--- config.mk ---
export PLATFORM = sky130hd
export DESIGN_NAME = wr_only_serial_rx
export DESIGN_NICKNAME = d
export VERILOG_FILES = /design/src/rtl/wsr_pkg.sv /design/src/rtl/wsr_line_filter.sv /design/src/rtl/wsr_evt_detect.sv /design/src/rtl/wsr_engine.sv /design/src/rtl/wr_only_serial_rx.sv
export SDC_FILE = /design/constraint.sdc
export NUM_CORES = 1
export LEC_CHECK = 0
export BUFFER_PORTS_ARGS = -buffer_cell sky130_fd_sc_hd__buf_2
export CORE_UTILIZATION = 56
export CTS_CLUSTER_DIAMETER = 80
export CTS_CLUSTER_SIZE = 30
export DETAILED_ROUTE_END_ITERATION = 7
export PLACE_DENSITY_LB_ADDON = 0.12
export SYNTH_ARGS = -nofsm -noshare
export SYNTH_HDL_FRONTEND = slang
export SYNTH_SLANG_ARGS = --single-unit
--- constraint.sdc ---
create_clock -name clk -period 1.9 [get_ports clk]
set_clock_uncertainty 0.05 [all_clocks]
set_input_delay 0.19 -clock clk [delete_from_list [all_inputs] [get_ports clk]]
set_output_delay 0.19 -clock clk [all_outputs]
set_load 0.01 [all_outputs]
--- src/rtl/wsr_pkg.sv ---
package wsr_pkg;
    localparam int ADDR_W  = 7;
    localparam int PFX_W   = 3;
    localparam int STRAP_W = ADDR_W - PFX_W;
    localparam logic [PFX_W-1:0] ADDR_PREFIX = 3'b110;
    localparam int BYTE_W  = 8;
    localparam int CNT_W   = $clog2(BYTE_W + 1);

    typedef enum logic [1:0] {
        ST_IDLE,
        ST_ADDR,
        ST_DATA,
        ST_SKIP
    } rx_state_e;

    typedef struct packed {
        logic clk_rise;
        logic clk_fall;
        logic start;
        logic stop;
        logic dat;
    } bus_evt_t;

    function automatic logic addr_hit(input logic [BYTE_W-1:0] b,
                                      input logic [STRAP_W-1:0] strap);
        return (b[BYTE_W-1 -: PFX_W] == ADDR_PREFIX) &&
               (b[STRAP_W:1] == strap) && (b[0] == 1'b0);
    endfunction
endpackage

--- src/rtl/wsr_line_filter.sv ---
module wsr_line_filter #(
    parameter int SYNC_STAGES = 2,
    parameter int FILT_LEN    = 3
) (
    input  logic clk,
    input  logic rst,
    input  logic raw_i,
    output logic clean_o
);
    localparam int FC_W = $clog2(FILT_LEN + 1);

    logic [SYNC_STAGES-1:0] sync_q;
    logic [FC_W-1:0]        run_q;

    always_ff @(posedge clk) begin
        if (rst) begin
            sync_q  <= '1;
            run_q   <= '0;
            clean_o <= 1'b1;
        end else begin
            sync_q <= {sync_q[SYNC_STAGES-2:0], raw_i};
            if (sync_q[SYNC_STAGES-1] == clean_o) begin
                run_q <= '0;
            end else if (run_q == FC_W'(FILT_LEN - 1)) begin
                clean_o <= sync_q[SYNC_STAGES-1];
                run_q   <= '0;
            end else begin
                run_q <= run_q + 1'b1;
            end
        end
    end
endmodule

--- src/rtl/wsr_evt_detect.sv ---
module wsr_evt_detect
    import wsr_pkg::*;
(
    input  logic     clk,
    input  logic     rst,
    input  logic     clk_f_i,
    input  logic     dat_f_i,
    output bus_evt_t evt_o
);
    logic clk_q, dat_q;

    always_ff @(posedge clk) begin
        if (rst) begin
            clk_q <= 1'b1;
            dat_q <= 1'b1;
            evt_o <= '0;
        end else begin
            clk_q          <= clk_f_i;
            dat_q          <= dat_f_i;
            evt_o.clk_rise <= clk_f_i & ~clk_q;
            evt_o.clk_fall <= ~clk_f_i & clk_q;
            evt_o.start    <= clk_f_i & clk_q & dat_q & ~dat_f_i;
            evt_o.stop     <= clk_f_i & clk_q & ~dat_q & dat_f_i;
            evt_o.dat      <= dat_f_i;
        end
    end
endmodule

--- src/rtl/wsr_engine.sv ---
module wsr_engine
    import wsr_pkg::*;
(
    input  logic               clk,
    input  logic               rst,
    input  bus_evt_t           evt_i,
    input  logic [STRAP_W-1:0] strap_i,
    input  logic               busy_i,
    output logic               pull_o,
    output logic [BYTE_W-1:0]  byte_o,
    output logic               valid_o,
    output logic               done_o
);
    rx_state_e         st_q;
    logic [BYTE_W-1:0] shift_q;
    logic [CNT_W-1:0]  nbits_q;
    logic              ack_phase_q, acked_q, got_data_q;
    logic              addr_ok;

    always_comb addr_ok = addr_hit(shift_q, strap_i) && !busy_i;

    always_ff @(posedge clk) begin
        if (rst) begin
            st_q        <= ST_IDLE;
            shift_q     <= '0;
            nbits_q     <= '0;
            ack_phase_q <= 1'b0;
            acked_q     <= 1'b0;
            got_data_q  <= 1'b0;
            pull_o      <= 1'b0;
            byte_o      <= '0;
            valid_o     <= 1'b0;
            done_o      <= 1'b0;
        end else begin
            valid_o <= 1'b0;
            done_o  <= 1'b0;
            if (evt_i.start) begin
                st_q        <= ST_ADDR;
                nbits_q     <= '0;
                ack_phase_q <= 1'b0;
                pull_o      <= 1'b0;
                got_data_q  <= 1'b0;
            end else if (evt_i.stop) begin
                done_o      <= (st_q == ST_DATA) && got_data_q;
                st_q        <= ST_IDLE;
                nbits_q     <= '0;
                ack_phase_q <= 1'b0;
                pull_o      <= 1'b0;
                got_data_q  <= 1'b0;
            end else if (st_q == ST_ADDR || st_q == ST_DATA) begin
                if (evt_i.clk_rise && !ack_phase_q &&
                    nbits_q < CNT_W'(BYTE_W)) begin
                    shift_q <= {shift_q[BYTE_W-2:0], evt_i.dat};
                    nbits_q <= nbits_q + 1'b1;
                end else if (evt_i.clk_fall && !ack_phase_q &&
                             nbits_q == CNT_W'(BYTE_W)) begin
                    ack_phase_q <= 1'b1;
                    if (st_q == ST_ADDR) begin
                        acked_q <= addr_ok;
                        pull_o  <= addr_ok;
                    end else begin
                        acked_q    <= 1'b1;
                        pull_o     <= 1'b1;
                        byte_o     <= shift_q;
                        valid_o    <= 1'b1;
                        got_data_q <= 1'b1;
                    end
                end else if (evt_i.clk_fall && ack_phase_q) begin
                    ack_phase_q <= 1'b0;
                    pull_o      <= 1'b0;
                    nbits_q     <= '0;
                    st_q        <= acked_q ? ST_DATA : ST_SKIP;
                end
            end
        end
    end
endmodule

--- src/rtl/wr_only_serial_rx.sv ---
module wr_only_serial_rx
    import wsr_pkg::*;
#(
    parameter int SYNC_STAGES = 2,
    parameter int FILT_LEN    = 3
) (
    input  logic               clk,
    input  logic               rst,
    input  logic               bus_clk_i,
    input  logic               bus_dat_i,
    input  logic [STRAP_W-1:0] dev_strap_i,
    input  logic               prog_busy_i,
    output logic               dat_pull_o,
    output logic [BYTE_W-1:0]  rx_byte_o,
    output logic               rx_valid_o,
    output logic               frame_done_o
);
    logic [1:0] line_raw;
    logic [1:0] line_clean;
    bus_evt_t   evt;

    assign line_raw = {bus_clk_i, bus_dat_i};

    for (genvar g = 0; g < 2; g++) begin : g_line
        wsr_line_filter #(
            .SYNC_STAGES(SYNC_STAGES),
            .FILT_LEN   (FILT_LEN)
        ) filt_i (
            .clk    (clk),
            .rst    (rst),
            .raw_i  (line_raw[g]),
            .clean_o(line_clean[g])
        );
    end

    wsr_evt_detect det_i (
        .clk    (clk),
        .rst    (rst),
        .clk_f_i(line_clean[1]),
        .dat_f_i(line_clean[0]),
        .evt_o  (evt)
    );

    wsr_engine eng_i (
        .clk    (clk),
        .rst    (rst),
        .evt_i  (evt),
        .strap_i(dev_strap_i),
        .busy_i (prog_busy_i),
        .pull_o (dat_pull_o),
        .byte_o (rx_byte_o),
        .valid_o(rx_valid_o),
        .done_o (frame_done_o)
    );
endmodule

-- After elaboration in Yosys (flattened, before gate mapping)
Cells that the tools add are included.
- bits in registers: 45
- output and inout bits: 11
- add/subtract/negate cells: 3
- magnitude comparators: 1
- eq/ne operators: 12
- muxes and demuxes: 15
- bitwise operators: 20
- reduce and logical (&&, ||, !) cells: 31
- operators by type and width (kind ; number):
    AND reduction 4 bit ; 4
    NOT 1 bit ; 13
    2-to-1 mux 1 bit ; 12
    2-to-1 mux 4 bit ; 3
    OR reduction 3 bit ; 4
    logical AND 1 bit ; 9
    AND 1 bit ; 7
    == test 2 bit, second input constant ; 3
    inequality test 3 bit, second input constant ; 2
    AND reduction 3 bit ; 2
    AND reduction 6 bit ; 1
    nonzero test 3 bit ; 2
    OR reduction 6 bit ; 1
    AND reduction 5 bit ; 1
    adder 2 x 1 -> 2 bit, second input constant ; 2
    adder 4 x 1 -> 4 bit, second input constant ; 1
    == test 4 bit ; 1
    == test 4 bit, second input constant ; 1
    < comparator 4 bit, second input constant ; 1
    AND reduction 2 bit ; 2
    nonzero test 2 bit ; 2
    == test 3 bit, second input constant ; 1
    == test 1 bit ; 2
    == test 2 x 1 -> 1 bit, second input constant ; 1
    3 further kinds ; 4

-- Logic depth before layout (Yosys ltp)
- depth in word-level cells: 8
- depth in mapped cells: 6
- depth with buffers taken out: 6

-- Hierarchy
A second synthesis with hierarchy kept.
- cell total of the unflattened synthesis: 179
- area total of the unflattened synthesis: 1790.5 um^2
- modules (own cells, without submodules) (module ; times used ; cells an instance ; area an instance (um^2)):
    wsr_engine ; 1 ; 135 ; 1232.4
    wsr_line_filter ; 2 ; 14 ; 166.4
    wsr_evt_detect ; 1 ; 16 ; 225.2

-- Least setup slack after synthesis
No wires, ideal clock.
- path type: register to register
- start point: register eng_i.st_q[0]
- end point: register eng_i.byte_o[0]
- arrival: 1.522 ns
- data required time: 1.733 ns
- path slack: 0.211 ns
- cell stages (with the launch flop): 6
- path buffers: 0
- period minus slack after synthesis: 1.689 ns
- cells stage by stage: dfxtp_1 inv_1 ha_1 nor3_1 nand3b_2 o22a_1
- longest elaborated chain between the ends: 3
- elaborated cells on any way between the ends: 5
- RTL lines (element ; line ; RTL):
    start: declaration ; wsr_engine.sv:14 ; rx_state_e st_q;
    start signal: assignment ; wsr_engine.sv:72 ; st_q <= acked_q ? ST_DATA : ST_SKIP;
    == test 2 x 1 -> 1 bit / == test 2 bit (equally long branches) ; wsr_engine.sv:50, wsr_engine.sv:58 ;
    logical OR 1 bit / NOT 1 bit (equally long branches) ; n/a ;
    AND reduction 6 bit (no line) * ; n/a ;
    end signal: assignment ; wsr_engine.sv:64 ; byte_o <= shift_q;
    end: declaration ; wsr_engine.sv:10 ; output logic [BYTE_W-1:0] byte_o,
Mark *: on every way between the ends. The rest lies on a longest branch, timed or not.
A chain may end at the register's enable or synchronous reset.

-- Final worst setup path
- start point: register eng_i.st_q[0]
- end point: register eng_i.byte_o[7]
Same word-level chain as after synthesis.

==> metrics.md <==
| Metric | Value |
|---|---|
| CP endpoint kind | `flop` |
| FF-to-FF setup slack | `0.09 ns` |
| Crit path max fanout | `7` |
| Setup crit start kind | `flop` |
| Final nets | `223` |
| Worst-margin pin slew | `0.5085 ns` |
| WP data arrival | `2.07 ns` |
| Setup_tns | `0 ns` |
| I/O Pins | `20` |
| Cell Area, Synth | `1744 µm²` |
| Router iterations before antenna repair | `6` |
| Multi-input logic area | `798.3 µm²` |
| Clock Latency Late Sink | `0.36 ns` |
| Die W | `57.81 µm` |
| Reg2Reg Depth | `5` |
| Yosys reg bits | `45` |
| Fmax | `552.4 MHz` |
| Register area share after synthesis | `51.65%` |
| Fraction of layout cells with a size suffix above 1 | `20.57%` |
| Synth async-reset ratio | `0%` |
| Peak VDD IR | `715.7 µV` |
| Total power | `1.583 mW` |
| CTS sink count | `45` |
| DR WL/cell | `13.46 µm` |
| Setup violators final | `0` |
| Post-synth EDFFs | `0` |
| Synth top area share | `51.65%` |
| Critical path launch point | `eng_i.st_q[0]` |
| Most common cell after layout, fill and taps aside | `dfxtp_1` |
| Via density | `5.604` |
| Yosys warns | `0` |
| Final period util | `95.28%` |
| CTS tree | `done` |
| Syn Area/Cell | `9.690 µm²` |
| Mapped Cells | `180` |
| Most frequent cells in the layout | `dfxtp_1, buf_2, nand2_1, a21oi_1, nor2b_1` |
| Failing checks | `design-rule violations` |
| Initial drt markers | `40` |
| Leak | `0.7743 nW` |
| Total track usage | `20.57%` |
| Final estimated routing congestion in global placement | `0.8295` |
| Cts bufs inserted | `5` |
| Max-cap check violation count | `0` |
| RR Startpoint | `eng_i.st_q[0]` |
| CP endpoint | `eng_i.byte_o[7]` |
| Core Region | `2853 µm²` |
| Area Overhead vs Synth | `15.35%` |
| CTS root buffer | `clkbuf_4` |
| H-Tree Depth | `2` |
| Ys flop type | `dfxtp_1` |
| Routed WL | `3.231 mm` |
| Status | `complete, but fails checks` |
| Die area | `3342 µm²` |
| Clk pin slew, worst setup/hold paths | `0.14 ns` |
| Chip Height | `57.81 µm` |
| Total global routing overflow | `0` |
| Fin crit period | `1.810 ns` |
| Antenna violations before repair | `0` |
| Pin count of the biggest net entering global routing | `33` |
| Dpl hpwl | `2.182 mm` |
| CP max stage cell | `or3_4` |
| Remaining DRCs | `2` |
| Number of fill cells | `219` |
| Std-Cell Rows | `19` |
| Port Buffers | `19` |
| Effective utilization at floorplan | `61.14%` |
| Antenna Nets Post-Route | `0` |
| Cells along the critical path | `inv_1, ha_1, or3_4, nor3_4, o22a_1` |
| Final Max Tran Viols | `0` |
| Syn_nets | `195` |
| Vias in the first global route | `1197` |
| Worst Hold Class | `in2reg` |
| Slowest Stage Delay on Critical Path | `0.45 ns` |
| Top cells by area, synth | `dfxtp_1, a21oi_1, ha_1, o22a_1, nor2b_1` |
| PwrDens | `786.7 nW/µm²` |
| Post-synthesis cell type count | `36` |
| Via count | `1345` |
| Layout Utilization | `70.53%` |
| Final hold vios | `0` |
| First-pass GRT wire length | `5.181 mm` |
| Slew headroom | `65.97%` |
| Worst reg2reg path endpoint | `eng_i.byte_o[7]` |
| CTS max path bufs | `2` |
| Critical Path RT | `2.16 ns` |
| Antenna cells | `0` |
| Reg area | `900.9 µm²` |
| Critical path class | `reg2reg` |
| Leading area contributor after synthesis | `dfxtp_1` |
kinds of logic after synthesis:
kind of cell,Yosys count,share of synthesized area [%]
fa+ha+maj,6,4.304
simple gates,75,25.11
buf+inv,16,3.515
flops,45,51.65
compound gates,31,11.91
xor+xnor,7,3.515
report_power, final:
part	internal, mW	total [mW]	leakage (nW)	switching, mW
Sequential	0.951	0.954	0.364	0.00309
Combinational	0.0192	0.0430	0.369	0.0239
Clock	0.279	0.586	0.0414	0.307
cells in the mapped netlist (2+ instances only):
cell and n:
nand3b_1 2, nor2_1 10, or3_1 3, xor2_1 4
nand3_1 10, ha_1 6, nor3b_1 3, nand4_1 2
nand2_1 15, or2_2 6, nor2b_1 11, xnor2_1 3
inv_1 10, o22a_1 8, clkbuf_1 5, a21oi_1 15
a211oi_1 2, dfxtp_1 45, a211o_1 3
metrics by stage:
stage	setup slack [ns]	instance area (µm²)	std cells	hold slack, ns
detailed placement	0.06908	1884	228	0.3269
CTS	0.05195	1988	238	0.06942
global placement	0.09956	1884	228	0.3240
global route	-0.004854	2012	240	0.1015
floorplan	0.2109	1744	180	0.2438
finish	0.08973	2012	240	0.07319
timing repair:
action | CTS | global route
resized for setup | 0 | 1
hold buffers | 2 | 0
setup buffers | 0 | 1
endpoints found under the hold margin | 2 | 0
setup endpoints to repair | 0 | 16
worst min-delay path by stage:
stage	cells past startpoint	startpoint	end
2_1_floorplan	1	bus_dat_i	g_line[0].filt_i.sync_q[0]
3_3_place_gp	2	bus_clk_i	g_line[1].filt_i.sync_q[0]
3_5_place_dp	2	bus_clk_i	g_line[1].filt_i.sync_q[0]
4_1_cts	4	prog_busy_i	eng_i.acked_q
5_1_grt	4	prog_busy_i	eng_i.acked_q
6_report	4	prog_busy_i	eng_i.acked_q
layer usage:
| metal | part of all wire (%) | vias up | GRT usage (%) | wire, µm |
|---|---|---|---|---|
| met4 | 1.3 | 0 | 8.163 | 42 |
| li1 | - | 680 | - | - |
| met2 | 50 | 28 | 35.47 | 1603 |
| met3 | 3.7 | 6 | 4.688 | 119 |
| met5 | 0 | - | 0 | 0 |
| met1 | 45 | 631 | 24.86 | 1465 |
area by class of cell:
cell class              count  area share, %
repair buffers             26          7.587
flip-flops and latches     45          44.78
multi-input cells         120          39.68
clock inverters             3          2.301
well taps                  31          1.928
clock buffers               5          1.866
inverters                  10          1.866
sequential cells by signal, summed over array words and instances (netlist names), 2 cells and up:
| name | flops |
|---|---|
| det_i.evt_o | 5 |
| eng_i.byte_o | 8 |
| eng_i.nbits_q | 4 |
| eng_i.shift_q | 8 |
| eng_i.st_q | 2 |
| g_line.filt_i.clean_o | 2 |
| g_line.filt_i.run_q | 4 |
| g_line.filt_i.sync_q | 4 |
worst max-delay path, delay by kind of cell, from the launching register on:
kind	cells	cell delay (ns)
buffers and inverters	1	0.06
AND/OR/NAND/NOR	2	0.76
adder cells (fa/ha/maj)	1	0.36
flip-flops	1	0.38
AO/OA/AOI/OAI	1	0.17
Note: power is estimated with default switching activity, not from simulation.
